## src/rtl/ea_pkg.sv

```systemverilog
package ea_pkg;
  typedef enum logic [1:0] {
    MODE_LDST  = 2'd0,
    MODE_LIT   = 2'd1,
    MODE_BCOND = 2'd2,
    MODE_LOOP  = 2'd3
  } ea_mode_e;

  typedef enum logic [1:0] {
    SZ_BYTE = 2'd0,
    SZ_HALF = 2'd1,
    SZ_WORD = 2'd2,
    SZ_WIDE = 2'd3
  } ea_size_e;
endpackage

```

## src/rtl/agu_ldst.sv

```systemverilog
module agu_ldst #(
  parameter int XLEN = 32,
  parameter int DW   = 4
) (
  input  logic [XLEN-1:0] base,
  input  logic [DW-1:0]   disp,
  input  logic [1:0]      size,
  output logic [XLEN-1:0] ea
);
  import ea_pkg::*;

  // Scale an unsigned displacement by the access width in bytes.
  function automatic logic [XLEN-1:0] scaled_disp(input logic [DW-1:0] d,
                                                  input logic [1:0] sz);
    logic [XLEN-1:0] z;
    z = {{(XLEN-DW){1'b0}}, d};
    case (ea_size_e'(sz))
      SZ_BYTE: return z;
      SZ_HALF: return z << 1;
      default: return z << 2;
    endcase
  endfunction

  assign ea = base + scaled_disp(disp, size);
endmodule

```

## src/rtl/agu_pcrel.sv

```systemverilog
module agu_pcrel #(
  parameter int XLEN       = 32,
  parameter int INSN_BYTES = 2,
  parameter int LIT_W      = 8,
  parameter int BR_W       = 11,
  parameter int LOOP_W     = 4
) (
  input  logic [XLEN-1:0] pc,
  input  logic [BR_W-1:0] field,
  output logic [XLEN-1:0] seq_pc,
  output logic [XLEN-1:0] lit_addr,
  output logic [XLEN-1:0] br_addr,
  output logic [XLEN-1:0] loop_addr
);
  localparam logic [XLEN-1:0] STEP     = XLEN'(INSN_BYTES);
  localparam logic [XLEN-1:0] WORD_MSK = {{(XLEN-2){1'b1}}, 2'b00};

  function automatic logic [XLEN-1:0] lit_offset(input logic [LIT_W-1:0] f);
    return {{(XLEN-LIT_W){1'b0}}, f} << 2;
  endfunction

  function automatic logic [XLEN-1:0] br_offset(input logic [BR_W-1:0] f);
    return {{(XLEN-BR_W){f[BR_W-1]}}, f} << 1;
  endfunction

  function automatic logic [XLEN-1:0] loop_offset(input logic [LOOP_W-1:0] f);
    return {{(XLEN-LOOP_W){1'b0}}, f} << 1;
  endfunction

  logic [XLEN-1:0] lit_sum;

  assign seq_pc    = pc + STEP;
  assign lit_sum   = seq_pc + lit_offset(field[LIT_W-1:0]);
  assign lit_addr  = lit_sum & WORD_MSK;
  assign br_addr   = seq_pc + br_offset(field);
  assign loop_addr = seq_pc - loop_offset(field[LOOP_W-1:0]);
endmodule

```

## src/rtl/agu_loopctl.sv

```systemverilog
module agu_loopctl #(
  parameter int XLEN = 32
) (
  input  logic [XLEN-1:0] cnt,
  output logic [XLEN-1:0] cnt_dec,
  output logic            loop_take
);
  function automatic logic [XLEN-1:0] dec1(input logic [XLEN-1:0] v);
    return v - XLEN'(1);
  endfunction

  assign cnt_dec   = dec1(cnt);
  assign loop_take = |cnt_dec;
endmodule

```

## src/rtl/agu_outreg.sv

```systemverilog
module agu_outreg #(
  parameter int XLEN = 32
) (
  input  logic            clk,
  input  logic            rst,
  input  logic            in_valid,
  input  logic [XLEN-1:0] addr_d,
  input  logic            taken_d,
  input  logic [XLEN-1:0] cnt_d,
  output logic            out_valid,
  output logic [XLEN-1:0] addr_q,
  output logic            taken_q,
  output logic [XLEN-1:0] cnt_q
);
  always_ff @(posedge clk) begin
    if (rst) begin
      out_valid <= 1'b0;
      addr_q    <= '0;
      taken_q   <= 1'b0;
      cnt_q     <= '0;
    end else begin
      out_valid <= in_valid;
      if (in_valid) begin
        addr_q  <= addr_d;
        taken_q <= taken_d;
        cnt_q   <= cnt_d;
      end
    end
  end


  valid_follow_chk: assert property (@(posedge clk) disable iff (rst)
    in_valid |=> out_valid);

  valid_drop_chk: assert property (@(posedge clk) disable iff (rst)
    !in_valid |=> !out_valid);

  idle_hold_chk: assert property (@(posedge clk) disable iff (rst)
    !in_valid |=> ($stable(addr_q) && $stable(taken_q) && $stable(cnt_q)));
endmodule

```

## src/rtl/ea_branch_gen.sv

```systemverilog
module ea_branch_gen #(
  parameter int XLEN       = 32,
  parameter int INSN_BYTES = 2,
  parameter int LDST_W     = 4,
  parameter int LIT_W      = 8,
  parameter int BR_W       = 11,
  parameter int LOOP_W     = 4
) (
  input  logic              clk,
  input  logic              rst,
  input  logic              in_valid,
  input  logic [1:0]        mode,
  input  logic [1:0]        size,
  input  logic [XLEN-1:0]   base,
  input  logic [XLEN-1:0]   pc,
  input  logic [BR_W-1:0]   field,
  input  logic              cond,
  input  logic [XLEN-1:0]   loop_cnt,
  output logic              out_valid,
  output logic [XLEN-1:0]   addr,
  output logic              taken,
  output logic [XLEN-1:0]   cnt_next
);
  import ea_pkg::*;

  // Event wires shared by the datapath and the assertions.
  logic [XLEN-1:0] ldst_ea;
  logic [XLEN-1:0] seq_pc, lit_ea, br_ea, loop_ea;
  logic [XLEN-1:0] cnt_dec;
  logic            loop_take;
  logic            is_branch;
  logic [XLEN-1:0] addr_d, cnt_d;
  logic            taken_d;

  agu_ldst #(.XLEN(XLEN), .DW(LDST_W)) u_ldst (
    .base (base),
    .disp (field[LDST_W-1:0]),
    .size (size),
    .ea   (ldst_ea)
  );

  agu_pcrel #(.XLEN(XLEN), .INSN_BYTES(INSN_BYTES), .LIT_W(LIT_W),
              .BR_W(BR_W), .LOOP_W(LOOP_W)) u_pcrel (
    .pc        (pc),
    .field     (field),
    .seq_pc    (seq_pc),
    .lit_addr  (lit_ea),
    .br_addr   (br_ea),
    .loop_addr (loop_ea)
  );

  agu_loopctl #(.XLEN(XLEN)) u_loop (
    .cnt       (loop_cnt),
    .cnt_dec   (cnt_dec),
    .loop_take (loop_take)
  );

  assign is_branch = (mode == MODE_BCOND) || (mode == MODE_LOOP);

  always_comb begin
    addr_d  = ldst_ea;
    taken_d = 1'b0;
    cnt_d   = '0;
    case (ea_mode_e'(mode))
      MODE_LDST:  addr_d = ldst_ea;
      MODE_LIT:   addr_d = lit_ea;
      MODE_BCOND: begin
        addr_d  = br_ea;
        taken_d = cond;
      end
      MODE_LOOP: begin
        addr_d  = loop_ea;
        taken_d = loop_take;
        cnt_d   = cnt_dec;
      end
      default: addr_d = ldst_ea;
    endcase
  end

  agu_outreg #(.XLEN(XLEN)) u_out (
    .clk       (clk),
    .rst       (rst),
    .in_valid  (in_valid),
    .addr_d    (addr_d),
    .taken_d   (taken_d),
    .cnt_d     (cnt_d),
    .out_valid (out_valid),
    .addr_q    (addr),
    .taken_q   (taken),
    .cnt_q     (cnt_next)
  );


  lit_align_chk: assert property (@(posedge clk) disable iff (rst)
    (in_valid && mode == MODE_LIT) |=> (addr[1:0] == 2'b00));

  bcond_taken_chk: assert property (@(posedge clk) disable iff (rst)
    (in_valid && mode == MODE_BCOND) |=> (taken == $past(cond)));

  loop_dec_chk: assert property (@(posedge clk) disable iff (rst)
    (in_valid && mode == MODE_LOOP) |=> (cnt_next == $past(loop_cnt) - XLEN'(1)));

  nonbranch_quiet_chk: assert property (@(posedge clk) disable iff (rst)
    (in_valid && !is_branch) |=> (!taken && cnt_next == '0));

  word_align_keep_chk: assert property (@(posedge clk) disable iff (rst)
    (in_valid && mode == MODE_LDST && size[1]) |=> (addr[1:0] == $past(base[1:0])));
endmodule

```

## config.mk

```make
export PLATFORM = sky130hd
export DESIGN_NAME = ea_branch_gen
export DESIGN_NICKNAME = d
export VERILOG_FILES = /design/src/rtl/ea_pkg.sv /design/src/rtl/agu_ldst.sv /design/src/rtl/agu_pcrel.sv /design/src/rtl/agu_loopctl.sv /design/src/rtl/agu_outreg.sv /design/src/rtl/ea_branch_gen.sv
export SDC_FILE = /design/constraint.sdc
export NUM_CORES = 1
export LEC_CHECK = 0
export BUFFER_PORTS_ARGS = -buffer_cell sky130_fd_sc_hd__buf_4
export CAP_MARGIN = 20
export CORE_ASPECT_RATIO = 0.8
export CORE_UTILIZATION = 28
export CTS_BUF_LIST = sky130_fd_sc_hd__clkbuf_16
export CTS_CLUSTER_SIZE = 12
export DETAILED_ROUTE_END_ITERATION = 8
export GPL_ROUTABILITY_DRIVEN = 0
export GPL_TIMING_DRIVEN = 0
export HOLD_SLACK_MARGIN = 0.02
export SLEW_MARGIN = 40
export SYNTH_ARGS = -nofsm -noshare
export SYNTH_HDL_FRONTEND = slang
export SYNTH_HIERARCHICAL = 1
export SYNTH_SLANG_ARGS = --single-unit
```

## constraint.sdc

```tcl
create_clock -name clk -period 5.7 [get_ports clk]
set_clock_uncertainty 0.15 [all_clocks]
set_input_delay 0.855 -clock clk [delete_from_list [all_inputs] [get_ports clk]]
set_output_delay 0.855 -clock clk [all_outputs]
set_load 0.005 [all_outputs]
```

After elaboration in Yosys (flattened, before gate mapping)
Cells that the tools add are included.
{ "totals": {"regBits": 66, "output_inout_bits": 66} }
{ "op_classes": {"muxes": 4, "addsub": 6, "reduce_logical": 3, "n_eq_ne": 4} }
{ "op_table": {"columns": ["operator", "count"], "rows": [
  ["32-bit one-hot mux with 4 select lines", 1],
  ["32-bit adder", 2],
  ["32-bit by 10-bit adder with 32-bit output", 1],
  ["32-bit by 2-bit adder with 32-bit output, second input constant", 1],
  ["32-bit 2-to-1 mux", 1],
  ["32-bit OR reduction", 1],
  ["32-bit by 1-bit subtractor with 32-bit output, second input constant", 1],
  ["32-bit by 5-bit subtractor with 32-bit output", 1],
  ["6-bit one-hot mux with 2 select lines", 1],
  ["2-bit by 1-bit equality test with 1-bit output, second input constant", 2],
  ["2-bit equality test, second input constant", 2],
  ["2-bit logical NOT", 2],
  ["1-bit one-hot mux with 2 select lines", 1]
]} }

Depth between registers and ports, before layout
{ "depth": {"depth_word": 4, "depth_mapped": 20, "mapped_depth_nobuf": 18} }

By module
The synthesis kept the hierarchy.
{ "by_module_without_submodules": {"columns": ["module", "instances", "cells_per_inst", "area_per_inst_um2", "seq_area_each_um2"], "rows": [
  ["agu_pcrel", 1, 585, 4200.3, 0.0],
  ["agu_outreg", 1, 212, 2377.3, 1321.3],
  ["ea_branch_gen", 1, 80, 1036.0, 0.0],
  ["agu_ldst", 1, 125, 963.4, 0.0],
  ["agu_loopctl", 1, 129, 935.9, 0.0]
]} }

Least setup slack after synthesis
Ideal clock, no wire load.
{ "synth_path": {"path_kind": "input-to-reg", "startpoint": "input port pc[7]", "endpoint": "register u_out.addr_q[29]", "path_slack_ns": 0.858, "setup_ns": 0.117, "required_time_ns": 5.433, "stages": 18, "n_path_buf": 2, "arrival_ns": 4.575, "cell_sequence": "buf_2 > and3_1 > buf_4 > nand3_2 > or4_4 > xnor2_1 > inv_1 > ha_1 > a21o_1 > a21o_1 > a311o_1 > nand3_1 > o311a_1 > o21ai_0 > xnor2_1 > mux4_2 > mux2i_1 > nor2_1"} }
{ "synth_via": {"elab_chain_len": 3, "word_cells_on_any_way": 5, "classes_between": "add/sub (4); mux (1)"} }
{ "synth_rtl": {"columns": ["element", "line", "rtl"], "rows": [
  ["start, declared", "ea_branch_gen.sv:15", "input logic [XLEN-1:0] pc,"],
  ["32-bit by 2-bit adder with 32-bit output", "agu_pcrel.sv:32", "assign seq_pc = pc + STEP;"],
  ["net seq_pc[23]", "ea_branch_gen.sv:28", "logic [XLEN-1:0] seq_pc, lit_ea, br_ea, loop_ea;"],
  ["32-bit adder", "agu_pcrel.sv:35", "assign br_addr = seq_pc + br_offset(field);"],
  ["net br_ea[29]", "ea_branch_gen.sv:28", null],
  ["32-bit one-hot mux with 4 select lines", "ea_branch_gen.sv:64", "case (ea_mode_e'(mode))"],
  ["net addr_d[29]", "ea_branch_gen.sv:32", "logic [XLEN-1:0] addr_d, cnt_d;"],
  ["end signal, assigned", "agu_outreg.sv:24", "addr_q <= addr_d;"],
  ["end, declared", "agu_outreg.sv:11", "output logic [XLEN-1:0] addr_q,"]
]} }
The timed path passes the listed nets, and every way through them passes these cells.
A chain may end at the register's enable or synchronous reset.

Worst setup path in the final report
{ "layout_path": {"startpoint": "input port pc[1]", "endpoint": "register u_out.addr_q[26]"} }
The elaborated chain is that of the path after synthesis.

==> metrics.cfg <==
[route]
routed_wl_um=30600
via_per_inst=5.21
vias=9078
wl_per_cell_um=17.6
drtPass1Iterations=5
drc=0
dr.first_iter.drc_count=488
ant_nets=0

[floorplanning]
dieArea_um2=34700
initial_core_util=0.289
num_rows=59
die_h_um=167
coreArea_um2=32900
die_x_um=208
ioPinCount=181

[clock_network]
cts.htree.levels=3
cts_tree=built
root_buffer=clkbuf_16
cts_sinks=66
cts_made_buffers=9
clk_path_buf_depth=2
clkTransAtPathRegs_ps=60
postCtsHoldBufs=0
clock_latency_ps=330

[global_routing]
grt_pass1_wl_um=47900
grt_start_max_net_pins=26
track_usage=0.173
overflow=0
grt_pass1_vias=8703
antenna_found_initial=5

[worst_setup_path]
critPathBufInv=3
worstPathArrival_ps=5480
cp-start-kind=primary input
required_ps=5760
slowest_stage=a221oi_2
critPathTopFamily=compound AO/OA/AOI/OAI gates
critPathMaxStageDelay_ps=520
worstPathMaxFanout=7
cp-end-kind=flip-flop
crit_type=primary input to flip-flop
crit_chain=buf_4 > ha_1 > and3_1 > clkbuf_1 > and3_1 > xnor2_1 > ha_1 > clkbuf_1 > a21oi_1 > o2111ai_1 > a221oi_2 > o31ai_1 > a311oi_2 > nor2_1 > xor2_1 > mux4_2 > mux2i_1 > nor2_1

[timing]
setup_slack_ps=279
drv_slew=0
finalSetupViolations=0
worst_pin_slew_ps=720
fmax_mhz=184
final_hold_viol_count=0
min_period_over_period=0.951
relSlewSlack=0.508
fin_crit_ps=5420
rsz0062_at_grt=no

[finish]
n_fill_cell=3444
drive_gt1_frac=0.237
nNetsFinal=1480
area_growth_syn_to_layout_pct=21.6

[power]
finalPower_mw=1.83
power.leakage_nw=4.89
cellPowerDensity_nw_per_um2=158
irDropWorstVdd_v=0.000129

[place]
pre_cts_ws_ps=-400
portBuffers=163
hpwl_um=25900

[logic_synthesis]
syn_area_um2=9510
syn_avg_cell_area_um2=8.41
synthCells=1130
ys_warn_count=6

[status]
status=finished, final reports clean

[min_path]
hold_class=flip-flop to flip-flop

[run]
cap_violations=0

-- flip-flops by register name (all words and copies together) (netlist names) --
signal	cells
u_out/addr_q	32
u_out/taken_q	1
u_out/out_valid	1
u_out/cnt_q	32
-- layer usage --
layer | routed length, um | GRT usage | up-vias
met4 | 789 | 0.0618 | 0
met3 | 2180 | 0.0317 | 39
met5 | 0 | 0 | -
li1 | - | - | 4459
met1 | 14200 | 0.238 | 4234
met2 | 13500 | 0.268 | 346
-- power breakdown --
group	internal (mW)	switching [mW]
sequential	0.492	0.0187
combinational	0.390	0.437
clock	0.288	0.202
-- through the flow --
stage | instance area [um^2] | setup TNS, ps | std cells | utilization | hold slack, ps
floorplan | 9510 | 0 | 1131 | - | 335
global placement | 11300 | -812 | 1721 | 0.342 | 325
detailed placement | 11300 | -1080 | 1721 | 0.342 | 335
CTS | 11500 | 0 | 1737 | 0.350 | 347
global route | 11600 | 0 | 1742 | 0.351 | 372
finish | 11600 | 0 | 1742 | 0.351 | 343
-- placed cells by master (no fill, tap or decap), types with 6 or more instances in the layout --
master / n
nand2b_1: 11
nor2b_1: 8
nor4_1: 18
a21o_1: 16
dfxtp_1: 66
inv_1: 41
buf_2: 15
a211oi_1: 8
nand2_1: 63
o21ai_0: 23
buf_12: 7
nor3_2: 6
nor4_2: 8
xor2_1: 38
and2_1: 6
a21oi_1: 33
ha_1: 56
or4_1: 7
nand4_1: 36
mux4_2: 32
nor3_1: 34
and3_1: 46
nor2_1: 133
clkbuf_1: 28
mux2i_1: 70
xnor2_1: 120
buf_4: 178
nand3_1: 37
o21a_1: 13
or3_1: 9
clkbuf_16: 9
nand3b_1: 6
-- layout make-up --
class                   count  area (um^2)  area share
plain buffers              69          483      0.0418
repair buffers            163         1220       0.106
clock buffers               9          225      0.0195
diodes                      5         12.5     0.00108
flip-flops and latches     66         1320       0.114
clock inverters             7         37.5     0.00325
multi-input cells         955         7560       0.655
inverters                  41          154      0.0133
well taps                 427          534      0.0462
-- timing repair --
action | 4_1_cts | 5_1_grt
pin swaps | 0 | 0
resized for setup | 1 | 1
endpoints found under the setup margin | 1 | 3
buffers inserted | 0 | 0
endpoints found under the hold margin | 0 | 0
-- worst register-to-register path: cells and delay by family, from the launching register on --
kind             cells  cell delay (ps)
AND/OR/NAND/NOR      1               50
multiplexers         1              140
flip-flops           1              340
-- final timing paths --
kind | startpoint | end | slack [ps] | cells after the start
setup / recovery | pc[1] | u_out/addr_q[26] | 280 | 18
hold / removal | u_out/addr_q[16] | u_out/addr_q[16] | 340 | 2
setup reg to reg | u_out/addr_q[20] | u_out/addr_q[20] | 4890 | 2
hold reg to reg | u_out/addr_q[16] | u_out/addr_q[16] | 340 | 2
(Power assumes the default switching activity.)
